File: src/rtl/uart_invert.sv
module uart_invert #(
  parameter int CLK_DIV = 4,
  parameter int OSR     = 16
) (
  input  logic       clk,
  input  logic       rst_n,
  input  logic       cfg_dlrev,
  input  logic       cfg_iopol,
  input  logic       cfg_msb,
  input  logic       cfg_stop2,
  input  logic       cfg_par_en,
  input  logic       cfg_par_odd,
  input  logic       tx_wr,
  input  logic [7:0] tx_data,
  output logic       tx_busy,
  output logic       txd,
  input  logic       rxd,
  output logic       rx_valid,
  output logic [7:0] rx_data,
  output logic       rx_perr
);
  localparam int BIT_CYC = CLK_DIV * OSR;
  localparam int CW      = $clog2(BIT_CYC);
  localparam int DIVW    = (CLK_DIV > 1) ? $clog2(CLK_DIV) : 1;
  localparam int PW      = $clog2(OSR);
  localparam int HALF    = OSR / 2;

  function automatic logic [7:0] flip8(input logic [7:0] v);
    for (int i = 0; i < 8; i++) flip8[i] = v[7-i];
  endfunction

  // transmitter
  logic [7:0]    tx_word, tx_ord;
  logic          tx_par, tx_pol;
  logic [11:0]   tx_sh;
  logic [3:0]    tx_left;
  logic [CW-1:0] tx_cnt;

  assign tx_word = cfg_dlrev ? ~tx_data : tx_data;
  assign tx_ord  = cfg_msb ? flip8(tx_word) : tx_word;
  assign tx_par  = (^tx_word) ^ cfg_par_odd;
  assign txd     = tx_busy ? (tx_sh[0] ^ tx_pol) : ~cfg_iopol;

  always_ff @(posedge clk or negedge rst_n) begin
    if (!rst_n) begin
      tx_busy <= 1'b0;
      tx_pol  <= 1'b0;
      tx_sh   <= '1;
      tx_left <= '0;
      tx_cnt  <= '0;
    end else if (!tx_busy) begin
      if (tx_wr) begin
        tx_busy <= 1'b1;
        tx_pol  <= cfg_iopol;
        tx_cnt  <= '0;
        tx_sh   <= cfg_par_en ? {2'b11, tx_par, tx_ord, 1'b0} : {3'b111, tx_ord, 1'b0};
        tx_left <= 4'(10 + int'(cfg_par_en) + int'(cfg_stop2));
      end
    end else if (tx_cnt == CW'(BIT_CYC - 1)) begin
      tx_cnt  <= '0;
      tx_sh   <= {1'b1, tx_sh[11:1]};
      tx_left <= tx_left - 4'd1;
      if (tx_left == 4'd1) tx_busy <= 1'b0;
    end else begin
      tx_cnt <= tx_cnt + CW'(1);
    end
  end

  // receiver
  typedef enum logic [2:0] {RX_IDLE, RX_START, RX_DATA, RX_PAR, RX_STOP} rx_st_t;
  rx_st_t          rx_st;
  logic [1:0]      rx_sync;
  logic [DIVW-1:0] rdiv;
  logic [PW-1:0]   ph;
  logic [2:0]      bitn;
  logic [7:0]      rsh;
  logic            rpar, r_pol, r_msb, r_par_en, r_odd, r_dl;
  logic            tick, rin, at_end;

  assign tick   = (rdiv == DIVW'(CLK_DIV - 1));
  assign rin    = rx_sync[1] ^ ((rx_st == RX_IDLE) ? cfg_iopol : r_pol);
  assign at_end = tick && (ph == PW'(OSR - 1));

  always_ff @(posedge clk or negedge rst_n) begin
    if (!rst_n) begin
      rx_sync  <= 2'b11;
      rdiv     <= '0;
      rx_st    <= RX_IDLE;
      ph       <= '0;
      bitn     <= '0;
      rsh      <= '0;
      rpar     <= 1'b0;
      r_pol    <= 1'b0;
      r_msb    <= 1'b0;
      r_par_en <= 1'b0;
      r_odd    <= 1'b0;
      r_dl     <= 1'b0;
      rx_valid <= 1'b0;
      rx_data  <= '0;
      rx_perr  <= 1'b0;
    end else begin
      rx_sync  <= {rx_sync[0], rxd};
      rdiv     <= tick ? '0 : rdiv + DIVW'(1);
      rx_valid <= 1'b0;
      if (tick && rx_st != RX_IDLE) ph <= ph + PW'(1);
      unique case (rx_st)
        RX_IDLE: if (tick && !rin) begin
          rx_st    <= RX_START;
          ph       <= '0;
          r_pol    <= cfg_iopol;
          r_msb    <= cfg_msb;
          r_par_en <= cfg_par_en;
          r_odd    <= cfg_par_odd;
          r_dl     <= cfg_dlrev;
        end
        RX_START: if (tick && ph == PW'(HALF - 1)) begin
          ph    <= '0;
          bitn  <= '0;
          rx_st <= rin ? RX_IDLE : RX_DATA;
        end
        RX_DATA: if (at_end) begin
          rsh  <= r_msb ? {rsh[6:0], rin} : {rin, rsh[7:1]};
          bitn <= bitn + 3'd1;
          if (bitn == 3'd7) rx_st <= r_par_en ? RX_PAR : RX_STOP;
        end
        RX_PAR: if (at_end) begin
          rpar  <= rin;
          rx_st <= RX_STOP;
        end
        RX_STOP: if (at_end) begin
          rx_valid <= 1'b1;
          rx_data  <= r_dl ? ~rsh : rsh;
          rx_perr  <= r_par_en & ((^rsh) ^ rpar ^ r_odd);
          rx_st    <= RX_IDLE;
        end
        default: rx_st <= RX_IDLE;
      endcase
    end
  end

  AST_WR_SETS_BUSY: assert property (@(posedge clk) disable iff (!rst_n) tx_wr && !tx_busy |=> tx_busy);
  AST_START_LEVEL: assert property (@(posedge clk) disable iff (!rst_n) $rose(tx_busy) |-> txd == $past(cfg_iopol));
  AST_STOP_LEVEL: assert property (@(posedge clk) disable iff (!rst_n) tx_busy && tx_left == 4'd1 |-> txd != tx_pol);
  AST_VALID_PULSE: assert property (@(posedge clk) disable iff (!rst_n) rx_valid |=> !rx_valid);
  AST_DATA_HOLD: assert property (@(posedge clk) disable iff (!rst_n) !rx_valid |-> $stable(rx_data) && $stable(rx_perr));
  AST_NO_PERR_OFF: assert property (@(posedge clk) disable iff (!rst_n) rx_valid && !r_par_en |-> !rx_perr);
endmodule

File: config.mk
export PLATFORM = sky130hd
export DESIGN_NAME = uart_invert
export DESIGN_NICKNAME = d
export VERILOG_FILES = /design/src/rtl/uart_invert.sv
export SDC_FILE = /design/constraint.sdc
export NUM_CORES = 1
export LEC_CHECK = 0
export ABC_AREA = 1
export BUFFER_PORTS_ARGS = -buffer_cell sky130_fd_sc_hd__buf_2
export CAP_MARGIN = 20
export CORE_ASPECT_RATIO = 0.75
export CORE_MARGIN = 2
export CORE_UTILIZATION = 35
export CTS_BUF_LIST = sky130_fd_sc_hd__clkbuf_4
export DETAILED_ROUTE_END_ITERATION = 12
export GPL_TIMING_DRIVEN = 0
export SETUP_SLACK_MARGIN = 0.15
export SKIP_LAST_GASP = 1
export SYNTH_ARGS = -nofsm -noshare
export SYNTH_HDL_FRONTEND = slang
export SYNTH_SLANG_ARGS = --single-unit
File: constraint.sdc
create_clock -name clk -period 2.3 [get_ports clk]
set_input_delay 0.46 -clock clk [delete_from_list [all_inputs] [get_ports clk]]
set_output_delay 0.46 -clock clk [all_outputs]
set_load 0.02 [all_outputs]
---- Yosys cells after proc, flatten, opt, wreduce, memory -nomap -nowiden ----
Index checks and enable logic that the tools add are counted.
word-level totals
  register bits ........................... 62
  input port bits ......................... 18
  output and inout bits ................... 12
  word-level logic and storage cells ...... 112
operators by class
  add/subtract/negate cells ............... 7
  equal/unequal tests ..................... 17
  muxes and demuxes ....................... 39
  bitwise operators ....................... 10
  reduce and logical (&&, ||, !) cells .... 19
operators by type and width
  cell                                                             count
  12-bit 2-to-1 mux                                                3
  8-bit 2-to-1 mux                                                 4
  3-bit 2-to-1 mux                                                 9
  4-bit 2-to-1 mux                                                 6
  6-bit 2-to-1 mux                                                 3
  8-bit NOT                                                        2
  8-bit parity                                                     2
  3-bit one-hot mux with 5 select lines                            1
  2-bit AND reduction                                              6
  10-bit 2-to-1 mux                                                1
  2-bit != test, second input constant                             5
  1-bit 2-to-1 mux                                                 8
  4-bit one-hot mux with 2 select lines                            1
  6-bit by 1-bit adder with 6-bit output, second input constant    1
  3-bit by 2-bit == test with 1-bit output, second input constant  2
  3-bit == test, second input constant                             2
  6-bit == test, second input constant                             1
  3-bit one-hot mux with 2 select lines                            1
  6-bit AND reduction                                              1
  1-bit XOR                                                        5
  4-bit by 1-bit adder with 4-bit output                           1
  4-bit by 1-bit adder with 4-bit output, first input constant     1
  4-bit by 1-bit adder with 4-bit output, second input constant    1
  4-bit by 1-bit == test with 1-bit output, second input constant  1
  17 further kinds                                                 24

---- Depth between registers and ports, before layout ----
Gate-level depths: netlist (run 1).
  depth after elaboration ................. 7
  mapped depth ............................ 13
  mapped depth without buffers ............ 12

---- Worst setup path after synthesis (run 1) ----
No wires, ideal clock.
  kind .................................... reg-to-output
  from .................................... register tx_busy
  to ...................................... output port txd
  data arrival time ....................... 1.418 ns
  required time ........................... 1.840 ns
  setup slack ............................. 0.422 ns
  cell stages (with the launch flop) ...... 5
  buffers on the path ..................... 2
  cell sequence ........................... dfrtp_1 > buf_2 > inv_1 > clkbuf_1 > o21ai_0
between the ends
  longest elaborated chain between the ends .. 1
ends and longest elaborated chain
  element                 line  RTL
  start, declared         15    output logic tx_busy,
  start signal, assigned  46    tx_busy <= 1'b0;
  start signal, assigned  53    tx_busy <= 1'b1;
  start signal, assigned  63    if (tx_left == 4'd1) tx_busy <= 1'b0;
  1-bit 2-to-1 mux        42    assign txd = tx_busy ? (tx_sh[0] ^ tx_pol) : ~cfg_iopol;
  end, declared           16    output logic txd,
No other way between the ends.

---- Final worst setup path (run 1) ----
Ends and elaborated chain as after synthesis.

==> results of run 1 <==
## cell usage in the layout, fill, tap and decap left out, drive strengths merged, types with 8 or more instances in the layout
master / instances
dfstp: 12
xnor2: 11
dfrtp: 48
nor2: 27
o21ai: 43
nand2: 150
clkbuf: 14
xor2: 10
inv: 50
ha: 8
o211ai: 13
buf: 39
a31oi: 8
nand3: 16
## stage by stage
stage / hold WS, ns / cell area [um2] / util (%) / std cells
2_1_floorplan: 0.1644 / 3420 / - / 436
5_1_grt: 0.04481 / 3881 / 40.51 / 613
6_report: 0.03739 / 3881 / 40.51 / 613
4_1_cts: 0.03566 / 3877 / 40.47 / 613
3_5_place_dp: 0.3476 / 3750 / 39.14 / 598
3_3_place_gp: 0.3457 / 3730 / 38.93 / 597
## routing by layer
metal | share of wire [%] | global-route usage [%] | vias up
met5 | 0 | 0 | -
met4 | 0.37 | 3.286 | 0
met3 | 4.8 | 4.419 | 2
met2 | 40 | 22.12 | 57
met1 | 54 | 19.98 | 1289
li1 | - | - | 1491
## critical path, cell delays in order, from the launching register on
cell and delay, ns:
dfrtp_1 0.38, buf_2 0.17, inv_2 0.14, buf_6 0.16, nand2_1 0.05, o21ai_0 0.07, buf_2 0.19
## cell type report
cell class	count	area (um2)	share of cell area, %
Multi-Input combinational cell	313	1635	42.13
Sequential cell	60	1516	39.07
Inverter	51	192.7	4.965
Timing Repair Buffer	30	165.2	4.255
Tap cell	132	165.2	4.255
Clock buffer	11	82.58	2.128
Buffer	12	82.58	2.128
Clock inverter	4	41.29	1.064
## worst max-delay path by stage
stage | start | end | depth (start not counted)
floorplan | tx_busy | txd | 4
global placement | tx_busy | txd | 6
detailed placement | tx_busy | txd | 6
CTS | tx_busy | txd | 6
global route | tx_busy | txd | 6
finish | tx_busy | txd | 6
## cell families after synthesis
kind of cell,after synthesis
AOI/OAI and AO/OA,78
adders and majority gates,8
buffers and inverters,63
DFF,60
xor gates and xnor gates,21
muxes,1
and+or+nand+nor,205
## report_power, final
| part | internal (uW) | switching [uW] |
|---|---|---|
| Clock | 341 | 353 |
| Sequential | 1260 | 94.5 |
| Combinational | 217 | 312 |
## flip-flops by register name, summed over array words and instances, names as in the netlist
register,flops
bitn,3
ph,4
r_dl,1
r_msb,1
r_odd,1
r_par_en,1
r_pol,1
rdiv,2
rpar,1
rsh,8
rx_data,8
rx_perr,1
rx_st,3
rx_sync,2
rx_valid,1
tx_busy,1
tx_cnt,6
tx_left,4
tx_pol,1
tx_sh,10
## timing repair
| action | in CTS | in global routing |
|---|---|---|
| endpoints found under the hold margin | 0 | 0 |
| endpoints found under the setup margin | 1 | 1 |
| gates resized for setup | 3 | 2 |
| hold buffers | 0 | 0 |
==> flow_summary.ini, run 1 <==
[detailed_routing]
drtIter0Drc = 115
vias = 2839
wl_um = 6778
drc = 0
avgViaCountPerCell = 4.631
detail-route-antenna-nets = 0
wl_per_cell_um = 11.06
drt_first_pass_iters = 4

[synth]
synthArstFlopShare_pct = 100.0
synth_common_cells = nand2_1 (145), dfrtp_1 (48), inv_1 (46)
synth_cell_type_count = 36
synth-adder-area-share_pct = 2.927
ys_ff_latch = 60
syn_inst = 436
synthXorXnorAreaFrac_pct = 5.379
synthTopCellsByArea = dfrtp_1 (35%), nand2_1 (16%), dfstp_2 (9.2%), o21ai_0 (5.4%), inv_1 (5.0%)
yosysTopAreaCellShare_pct = 35.13
synth_top_flop_cell = dfrtp_1
muxShareOfSynthArea_pct = 0.2927
avgSynthCellArea_um2 = 7.843
yosysMostFrequentCell = nand2_1
synth_edf_count = 0
synth_compound_area_share_pct = 13.57
yosysTopAreaCell = dfrtp_1
synth_top_family_by_area = simple AND/OR/NAND/NOR gates
yosysWarnings = 0
yosys.area_share.simple_pct = 25.65
syn-num-nets = 462
yosysSeqAreaShare_pct = 44.35
syn_area_um2 = 3420

[outcome]
status = completed

[timing]
rsz0062_at_grt = false
fmax_mhz = 501.5
max_slew_margin_pct = 64.27
tns_ns = 0
setup-violations-final = 0
tightest_slew_ns = 0.5360
post-route-period-util_pct = 86.69
hold_viol = 0
maxSlewViolCount = 0
fin_ws_ns = 0.3061
clock_skew_ns = 0.01381
period_minus_slack_ns = 1.994

[grt]
grt_max_degree = 39
grt_pass1_vias = 2632
grt_pass1_wl_um = 12140
antenna_found_initial = 0
gr-usage-all-layers_pct = 14.35
overflow = 0

[cts]
cts_root_buf = clkbuf_4
cts_tree = built
insertion_delay_ns = 0.39
cts_sinks = 60
clk_path_buf_depth = 2
cts-htree-levels = 3
cts_setup_buffers = 0
clkTransAtPathRegs_ns = 0.10
numCtsBuffers = 9

[pwr]
finalPower_uw = 2581
p_leak_uw = 0.001954
irDropWorstVdd_uv = 239.2
power.density_nw_per_um2 = 664.9

[cells_and_area]
fillCellCount = 1013
layout-drive-gt1-share_pct = 17.05
syn2layout_area_growth_pct = 13.50
diodes = 0
final_nets = 503

[floorplanning]
die_area_um2 = 10580
start_util_pct = 35.69
die_w_um = 118.1
core-area_um2 = 9580
die_h_um = 89.60
io_pins = 30
rows = 31

[setup_path]
end_kind = primary output
cp.required_ns = 1.84
worstRegToRegCells = 5
crit_arrival_ns = 1.53
worstSetupStartpointType = flip-flop
timing.rr.end = bitn[2]
critPathKind = flip-flop to primary output
cp_max_fo = 10
r2r_start = rdiv[0]
r2r_slack_ns = 0.58

[place]
post-dp-hpwl_um = 5251
gp_congestion = 0.8374
pre_cts_ws_ns = 0.3991
io_buffers = 29

[job]
maxCapViolCount = 0

[min_path]
hold_path.class = input port to asynchronous set/reset pin
Power figures use the tool's default switching activity.
==> run 2, diff against run 1 <==
--- a/config.mk
+++ b/config.mk
@@ -7,5 +7,4 @@
 export LEC_CHECK = 0
 export ABC_AREA = 1
-export BUFFER_PORTS_ARGS = -buffer_cell sky130_fd_sc_hd__buf_2
 export CAP_MARGIN = 20
 export CORE_ASPECT_RATIO = 0.75
@@ -14,4 +13,5 @@
 export CTS_BUF_LIST = sky130_fd_sc_hd__clkbuf_4
 export DETAILED_ROUTE_END_ITERATION = 12
+export DONT_BUFFER_PORTS = 1
 export GPL_TIMING_DRIVEN = 0
 export SETUP_SLACK_MARGIN = 0.15
==> constraint.sdc (replaced) <==
create_clock -name clk -period 2.3 [get_ports clk]
set_input_delay 0.46 -clock clk [delete_from_list [all_inputs] [get_ports clk]]
set_output_delay 0.46 -clock clk [all_outputs]
set_load 0.1 [all_outputs]
==> run 2 against run 1 <==
  * The run now ends with setup timing left
  * Core utilization decreased by 0.33 points
  * Register-to-register slack got worse by 0.08 ns
  * Power increased by 6.5%
  * Flip-flop and latch count unchanged
  * First-iteration DRC count decreased by 15%
  * Hold slack improved by 0.18 ns
  * Critical path type unchanged
==> flow_summary.ini, run 2 (synthesized netlist as in run 1, its figures left out) <==
[floorplanning]
io_pins = 30
die_w_um = 118.1
core-area_um2 = 9580
die_h_um = 89.60
die_area_um2 = 10580
start_util_pct = 35.69
rows = 31

[cells_and_area]
syn2layout_area_growth_pct = 12.59
largest_register = tx_sh
layout-drive-gt1-share_pct = 13.07
largest_register_ffs = 10
final_nets = 480
layout_commonest_cell = nand2_1
top_regs = tx_sh (10), rsh (8), rx_data (8)
final_cell_mix = nand2_1 (145), dfrtp_1 (47), inv_1 (45)
fin_area_um2 = 3850
fillCellCount = 999

[pwr]
finalPower_uw = 2749
p_switching_uw = 841.2
p_sw_share_pct = 30.60
p_leak_uw = 0.001870
pwr-share-comb_pct = 21.3
p_clk_share_pct = 29.6
intPower_uw = 1907
power_frac_seq_pct = 49.2
power.density_nw_per_um2 = 713.9
irDropWorstVdd_uv = 276.4

[setup_path]
worstSetupStartpointType = flip-flop
path_delay_family = flip-flops
cp_slowest_stage_delay_ns = 0.63
end_kind = primary output
path_buf_inv = 3
cp.required_ns = 1.84
crit_arrival_ns = 1.97
cp_cell_sequence = buf_6 -> clkinvlp_4 -> buf_8 -> o21ai_4
slowest_stage = dfrtp_4
cp_max_fo = 2
critPathKind = flip-flop to primary output

[timing]
max_slew_margin_pct = 39.49
post-route-period-util_pct = 105.5
clock_skew_ns = 0.01259
rsz0062_at_grt = true
fmax_mhz = 412.0
hold_viol = 0
tightest_slew_ns = 0.9076
fin_ws_ns = -0.1272
period_minus_slack_ns = 2.427
setup-violations-final = 1
tns_ns = -0.1272
maxSlewViolCount = 0
fin_hold_ws_ns = 0.2183

[min_path]
hold_path.class = input port to flip-flop

[outcome]
violations = setup timing
status = finished, violations left

[detailed_routing]
drc = 0
detail-route-antenna-nets = 0
wl_um = 6918
vias = 2744
drtIter0Drc = 98
wl_per_cell_um = 11.69
avgViaCountPerCell = 4.635
drt_first_pass_iters = 4

[cts]
clkTransAtPathRegs_ns = 0.10
cts_sinks = 60
cts_root_buf = clkbuf_4
cts_tree = built
numCtsBuffers = 9
clk_path_buf_depth = 2
insertion_delay_ns = 0.40
cts-htree-levels = 3

[job]
maxCapViolCount = 0

[place]
post-dp-hpwl_um = 5145
placed_area_um2 = 3602
gp_congestion = 0.8238
io_buffers = 0
pre_cts_ws_ns = -0.09732

[grt]
gr-usage-all-layers_pct = 14.41
grt_max_degree = 61
overflow = 0
grt_pass1_vias = 2639
antenna_found_initial = 1
grt_pass1_wl_um = 12290
run 2: cell types whose count changed in the layout (fill, tap and decap cells not counted), sizes merged:
cell,before,now
buf,39,14
inv,50,49
bufinv,1,2
clkinvlp,0,1
clkinv,4,6
clkbuf,14,12
diode,0,1
dlygate4sd3,0,2
run 2: worst paths after layout:
kind | startpoint | end | slack [ns] | depth (start not counted)
max reg2reg | tx_busy | tx_sh[7] | 0.50 | 7
max in group asynchronous | rst_n | rx_sync[0] | 1.41 | 2
min reg2reg | rx_sync[0] | rx_sync[1] | 0.36 | 0
min | cfg_par_en | r_par_en | 0.22 | 2
min in group asynchronous | rst_n | rx_data[7] | 0.57 | 2
max | tx_busy | txd | -0.13 | 4
run 2: what timing repair did:
action	in CTS	in global routing
hold endpoints to repair	60	1
pin swaps	1	1
gates cloned	0	0
hold buffers	2	1
resized for setup	5	1
endpoints found under the setup margin	1	1
setup buffers	4	0
run 2: layout make-up:
| class | count | area, um2 | area share (%) |
|---|---|---|---|
| buffer | 12 | 92.59 | 2.405 |
| timing repair buffer | 7 | 77.57 | 2.015 |
| clock buffer | 9 | 67.56 | 1.755 |
| sequential | 60 | 1520 | 39.49 |
| multi-input combinational | 313 | 1647 | 42.77 |
| antenna | 1 | 2.502 | 0.06500 |
| clock inverter | 7 | 81.33 | 2.112 |
| tap | 132 | 165.2 | 4.290 |
| inverter | 51 | 196.4 | 5.102 |
run 2: power by group through the flow:
stage                     clock network [uW]  logic [uW]  registers [uW]
final                                    813         585            1350
after global routing                     902         671            1370
after CTS                                842         584            1350
after detailed placement                   0         555            1370
after global placement                     0         535            1370
after floorplan                            0         474            1350
run 2: metal layers:
metal | GRT usage, % | wire (um)
met5 | 0 | 0
met4 | 2.629 | 17
met3 | 6.187 | 395
met2 | 21.76 | 2868
met1 | 19.54 | 3637
run 2: through the flow:
step | instances | util [%]
2_1_floorplan | 436 | -
3_3_place_gp | 568 | 37.60
3_5_place_dp | 568 | 37.60
4_1_cts | 590 | 40.04
5_1_grt | 592 | 40.19
6_report | 592 | 40.19
==> run 3, diff against run 2 <==
- PLACE_DENSITY: default -> 0.58
- SLEW_MARGIN: default -> 20
==> run 3 against run 2 <==
  * The run still ends with setup timing left
  * Highest routed layer unchanged
  * Critical path type unchanged
  * Largest power group unchanged
  * Sequential share of layout area barely moved
  * Global-route usage is 0.090 points lower
  * Flip-flop and latch count unchanged
  * Non-clock buffer count stayed put
==> flow_summary.ini, run 3 (synthesized netlist as in run 1, its figures left out) <==
[outcome]
status = finished, violations left
violations = setup timing

[setup_path]
timing.rr.end = tx_sh[7]
cp_max_fo = 2
slowest_stage = dfrtp_4
cp_cell_sequence = buf_6 -> clkinvlp_4 -> buf_8 -> o21ai_4
cp.required_ns = 1.84
r2r_slack_ns = 0.53
r2r_start = tx_busy
critPathKind = flip-flop to primary output
end_kind = primary output
path_buf_inv = 3
cp_slowest_stage_delay_ns = 0.63
worstRegToRegCells = 7
worstSetupStartpointType = flip-flop
crit_arrival_ns = 1.94
path_delay_family = flip-flops

[pwr]
intPower_uw = 1908
power_frac_seq_pct = 49.4
finalPower_uw = 2747
power.density_nw_per_um2 = 714.0
p_switching_uw = 839.4
p_clk_share_pct = 29.4
p_sw_share_pct = 30.56
pwr-share-comb_pct = 21.2
irDropWorstVdd_uv = 284.8
p_leak_uw = 0.001870

[job]
maxCapViolCount = 0

[cells_and_area]
largest_register_ffs = 10
final_cell_mix = nand2_1 (145), dfrtp_1 (47), inv_1 (45)
fillCellCount = 1017
register_area_um2 = 1520
layout_commonest_cell = nand2_1
final_nets = 480
diodes = 0
top_regs = tx_sh (10), rsh (8), rx_data (8)
multi_input_area_um2 = 1647
layout-drive-gt1-share_pct = 13.07
largest_register = tx_sh
syn2layout_area_growth_pct = 12.51

[detailed_routing]
avgViaCountPerCell = 4.716
drc = 0
drt_first_pass_iters = 5
wl_um = 6860
vias = 2787
detail-route-antenna-nets = 0
wl_per_cell_um = 11.61
drtIter0Drc = 110

[place]
post-dp-hpwl_um = 5123
pre_cts_ws_ns = -0.05208
io_buffers = 0
gp_congestion = 0.8389

[cts]
insertion_delay_ns = 0.40
cts_sinks = 60
clk_path_buf_depth = 2
cts-htree-levels = 3
cts_tree = built
numCtsBuffers = 9
cts_root_buf = clkbuf_4
clkTransAtPathRegs_ns = 0.10

[floorplanning]
io_pins = 30
start_util_pct = 35.69
core-area_um2 = 9580
die_w_um = 118.1
rows = 31
die_h_um = 89.60
die_area_um2 = 10580

[grt]
gr-usage-all-layers_pct = 14.32
overflow = 0
grt_pass1_vias = 2607
grt_max_degree = 61
grt_pass1_wl_um = 12100
antenna_found_initial = 0

[min_path]
holdPathStages = 2
hold_path.class = input port to flip-flop
min_from = cfg_par_en
worstHoldEndpoint = r_par_en

[timing]
rsz0062_at_grt = true
period_minus_slack_ns = 2.396
clock_skew_ns = 0.01540
hold_viol = 0
fmax_mhz = 417.3
fin_ws_ns = -0.09623
max_slew_margin_pct = 38.95
maxSlewViolCount = 0
post-route-period-util_pct = 104.2
tightest_slew_ns = 0.9157
setup-violations-final = 1
run 3: cell types whose count changed in the layout (fill, tap and decap cells not counted):
cell,previous run,this run
diode_2,1,0
run 3: repair_timing:
item | CTS | global route
endpoints found under the setup margin | 1 | 1
gates resized for setup | 5 | 1
buffers inserted | 4 | 0
hold buffers | 2 | 1
pin swaps | 1 | 1
endpoints found under the hold margin | 60 | 1
run 3: worst reg2reg max path, cell delays in order (launching register included):
cell	delay, ns
dfrtp_4	0.63
buf_6	0.16
clkinvlp_4	0.08
buf_4	0.16
nand2_1	0.18
nand2_1	0.12
buf_2	0.19
a31oi_1	0.19
run 3: cell type report:
cell class / count / area share (%)
plain buffers: 12 / 2.407
clock buffers: 9 / 1.756
clock inverters: 7 / 2.114
inverters: 51 / 5.106
multi-input cells: 313 / 42.80
flip-flops and latches: 60 / 39.51
well taps: 132 / 4.293
repair buffers: 7 / 2.016
run 3: power groups by stage:
stage / Sequential [uW] / Clock [uW] / Combinational (uW)
2_1_floorplan: 1350 / 0 / 474
3_3_place_gp: 1370 / 0 / 537
3_5_place_dp: 1380 / 0 / 557
4_1_cts: 1360 / 845 / 582
5_1_grt: 1380 / 908 / 667
6_report: 1360 / 807 / 582
run 3: stage by stage:
step           util [%]  instance area (um2)  hold WS, ns  TNS [ns]  std cells
3_5_place_dp      37.60                 3602       0.1661  -0.05208        568
3_3_place_gp      37.60                 3602       0.1662  -0.05847        568
5_1_grt           40.16                 3847       0.1855   -0.1691        591
2_1_floorplan         -                 3437       0.1644         0        436
4_1_cts           40.04                 3836      0.02322   -0.1563        590
6_report          40.16                 3847       0.2107  -0.09623        591
run 3: how the worst max path moves through the flow:
stage	start	end	slack, ns	depth (start not counted)
2_1_floorplan	tx_busy	txd	0.16	5
3_3_place_gp	tx_busy	txd	-0.06	5
3_5_place_dp	tx_busy	txd	-0.05	5
4_1_cts	tx_busy	txd	-0.16	4
5_1_grt	tx_busy	txd	-0.17	4
6_report	tx_busy	txd	-0.1	4
run 3: metal layers:
metal,global-route usage (%),share of wire (%),vias up
met5,0,0,-
li1,-,-,1443
met2,22.44,41,69
met3,5.619,6.9,8
met1,18.59,50,1267
met4,4.162,1.5,0
